==> config.mk <==
export PLATFORM = sky130hd
export DESIGN_NAME = acc_cpu
export DESIGN_NICKNAME = d
export VERILOG_FILES = /design/src/rtl/acc_cpu.sv
export SDC_FILE = /design/constraint.sdc
export NUM_CORES = 1
export LEC_CHECK = 0
export ABC_CLOCK_PERIOD_IN_PS = 7000
export BUFFER_PORTS_ARGS = -buffer_cell sky130_fd_sc_hd__buf_4
export CAP_MARGIN = 25
export CORE_UTILIZATION = 50
export CTS_CLUSTER_DIAMETER = 40
export DETAILED_ROUTE_END_ITERATION = 10
export PLACE_DENSITY = 0.73
export SYNTH_ARGS = -nofsm -noshare
export SYNTH_HDL_FRONTEND = slang
export SYNTH_SLANG_ARGS = --single-unit
==> constraint.sdc <==
create_clock -name clk -period 7 [get_ports clk]
set_clock_uncertainty 0.15 [all_clocks]
set_input_delay 0.7 -clock clk [delete_from_list [all_inputs] [get_ports clk]]
set_output_delay 0.7 -clock clk [all_outputs]
set_load 0.03 [all_outputs]
==> src/rtl/acc_cpu.sv <==
module acc_cpu #(
  parameter int W = 16
) (
  input  logic           clk,
  input  logic           rst,
  input  logic [W-1:0]   instr,
  input  logic [W-1:0]   mem_rdata,
  output logic [W-1:0]   mem_wdata,
  output logic           mem_we,
  output logic [W-2:0]   mem_addr,
  output logic [W-2:0]   pc
);
  localparam int AW = W - 1;

  logic [W-1:0]  a_q, d_q;
  logic [AW-1:0] pc_q;
  logic [W-1:0]  xv, yv, res;
  logic          is_comp, neg, zer, take;

  assign is_comp = instr[W-1];

  always_comb begin
    xv = instr[11] ? '0 : d_q;
    if (instr[10]) xv = ~xv;
    yv = instr[12] ? mem_rdata : a_q;
    if (instr[9]) yv = '0;
    if (instr[8]) yv = ~yv;
    res = instr[7] ? (xv + yv) : (xv & yv);
    if (instr[6]) res = ~res;
  end

  assign neg  = res[W-1];
  assign zer  = (res == '0);
  assign take = is_comp && ((instr[2] && neg) || (instr[1] && zer) ||
                            (instr[0] && !neg && !zer));

  always_ff @(posedge clk) begin
    if (rst) begin
      a_q  <= '0;
      d_q  <= '0;
      pc_q <= '0;
    end else begin
      pc_q <= take ? a_q[AW-1:0] : pc_q + 1'b1;
      if (!is_comp)
        a_q <= {1'b0, instr[AW-1:0]};
      else begin
        if (instr[5]) a_q <= res;
        if (instr[4]) d_q <= res;
      end
    end
  end

  assign mem_wdata = res;
  assign mem_we    = is_comp && instr[3];
  assign mem_addr  = a_q[AW-1:0];
  assign pc        = pc_q;
endmodule

==> run summary <==
status: finished, final reports clean
setup TNS: 0 ns
Async SR Flop Fraction: 0
endpoints failing setup: 0
element type at the critical path end: output port
final hold viol count: 0
Area contributors post-synth: dfxtp_1 22%, mux2i_1 8.2%, xnor2_1 7.2%
Iter 0 DRT Violations: 271
# port buffers: 80
GPL Wtd Cong: 0.945
layout cells sized above 1: 0.192
fin worst setup slack: 1.72 ns
synthesis-to-layout area growth: 13.9%
clk slew on worst S/H paths: 0.09 ns
final-report max-slew violation count: 0
Tightest Pin Transition: 0.788 ns
multi-input logic area: 3030 um^2
largest net degree at the start of global routing: 63
total gr overflow: 0
postcts setup bufs: 0
Vias/cell: 5.86
Req. time, crit path: 6.15 ns
crit-path max FO: 17
nets: 633
number of synthesized register bits: 47
die boundary height: 94.5 um
Total Routing Usage GR: 0.264
Ports: 81
Max Cap Violations: 0
Core Area: 8260 um^2
Hold Slack: 0.308 ns
Antenna diodes: 0
leakage dissipation: 2.05 nW
critical path data arrival time: 4.43 ns
leading area contributor after synthesis: dfxtp_1
Mapped Area: 4280 um^2
Residual DRC: 0
Die Footprint: 8930 um^2
Critical Path Source Type: primary input
first-pass GRT wire length: 18.7 mm
Filler cells: 806
Max Fclk: 189 MHz
antenna viol nets, final: 0
starting density of the core: 0.518
CTS root buf: clkbuf_8
PD cells: 228 nW/um^2
htree depth: 2
EDFF count, synth: 0
Vias: 4028
total power: 1.11 mW
Clock Path Buffers: 2
CTS tree: done
Main synth FF type: dfxtp_1
Clock Sinks: 47
Post-Route WL: 11.8 mm
post-synthesis sequential area ratio: 0.220
number of global-route vias before repair: 3736
Mapped Cells: 546
final period utilization: 0.754
yosys warns: 0
Die W: 94.5 um
CTS Hold Bufs: 0
Final HPWL DP: 8.48 mm
Synth cell types: 56
FF+latch area: 941 um^2
post-cts gate resize count: 0
DP Worst Slack: 1.31 ns
Clk Latency, worst-skew pair: 0.31 ns
Syn Nets: 598
# rows: 33
first-pass detailed-route iteration total: 5
Peak VDD IR: 95.0 uV
Syn Area/Cell: 7.84 um^2
RSZ-0062 raised after global routing: false
CP Class: primary input to output port
post-layout min period: 5.28 ns
top cell type's share of synthesized area: 0.220
TritonCTS Buffers: 5
Hold Crit Class: register to register
slew margin rel.: 0.475
wire per inst: 17.2 um
initial antenna violation count: 0
==> metal layers <==
| layer | routed length, um | vias up | part of all wire | track usage |
|---|---|---|---|---|
| met1 | 5030 | 1895 | 0.43 | 0.336 |
| met2 | 5790 | 153 | 0.49 | 0.462 |
| met5 | 0 | - | 0 | 0 |
| met3 | 820 | 18 | 0.069 | 0.0435 |
| li1 | - | 1962 | - | - |
| met4 | 157 | 0 | 0.013 | 0.0619 |
==> cell type report <==
type,instances,share of cell area
multi-input combinational,438,0.623
timing repair buffer,81,0.126
tap,105,0.0270
clock inverter,2,0.00796
sequential,47,0.193
inverter,8,0.00616
clock buffer,6,0.0169
==> worst paths after layout <==
kind	start	to	slack, ns	cells after the start
worst min-delay path	d_q[9]	d_q[9]	0.31	2
worst max-delay path	instr[12]	mem_wdata[12]	1.72	13
worst min register to register	d_q[9]	d_q[9]	0.31	2
worst max register to register	a_q[0]	pc[4]	2.12	15
==> Yosys cell counts (8+ instances only) <==
master    instances
xor2_1           23
nor2_1           60
a21oi_1          38
nand2b_1         20
clkbuf_1         28
buf_4            15
xnor2_1          35
dfxtp_1          47
inv_1             8
o21ai_0           9
nand3_1          13
a211oi_1         20
ha_1             17
nand2_1          60
mux2i_1          35
mux2_4            9
nor2b_1          19
==> cells by family (layout without fill, tap and decap cells) <==
logic type / count (synthesis) / count (layout) / synth area share
buffers and inverters: 61 / 97 / 0.0711
adder cells (fa/ha/maj): 18 / 18 / 0.0544
flip-flops: 47 / 47 / 0.220
AO/OA/AOI/OAI: 110 / 110 / 0.181
XOR/XNOR: 58 / 58 / 0.119
multiplexers: 49 / 49 / 0.127
AND/OR/NAND/NOR: 203 / 203 / 0.228
==> flip-flops by register name (all words and copies together) (netlist names) <==
signal,count
a_q,16
d_q,16
pc,15
==> metrics by stage <==
stage | cell area, um^2 | util | instances
floorplan | 4280 | - | 546
global placement | 4740 | 0.574 | 678
detailed placement | 4740 | 0.574 | 678
CTS | 4860 | 0.588 | 686
global route | 4870 | 0.590 | 687
finish | 4870 | 0.590 | 687
==> power breakdown <==
part | switching [mW] | internal, mW
clock network | 0.102 | 0.118
registers | 0.0233 | 0.292
logic | 0.354 | 0.223
total | 0.479 | 0.633
==> cell usage in the layout (no fill, tap or decap), types with 5 or more instances in the layout <==
master and count:
a2111oi_0 5, a211oi_1 20, a21o_1 7, a21oi_1 38, buf_4 80, clkbuf_8 6, dfxtp_1 47, ha_1 17
inv_1 8, mux2_2 5, mux2_4 9, mux2i_1 35, nand2_1 60, nand2b_1 20, nand3_1 13, nor2_1 60
nor2b_1 19, nor3b_1 5, o211ai_1 5, o21ai_0 9, or3_1 5, xnor2_1 35, xor2_1 23
==> worst max-delay path, stage by stage <==
cell	delay, ns
buf_4	0.27
mux2i_1	0.22
nor2_1	0.06
xor2_1	0.15
ha_1	0.26
fa_1	0.44
a211oi_1	0.41
o211ai_1	0.26
a2111oi_0	0.59
nor4b_1	0.13
a211oi_1	0.41
xnor2_1	0.28
buf_4	0.24
Note: power is estimated with default switching activity, not from simulation.
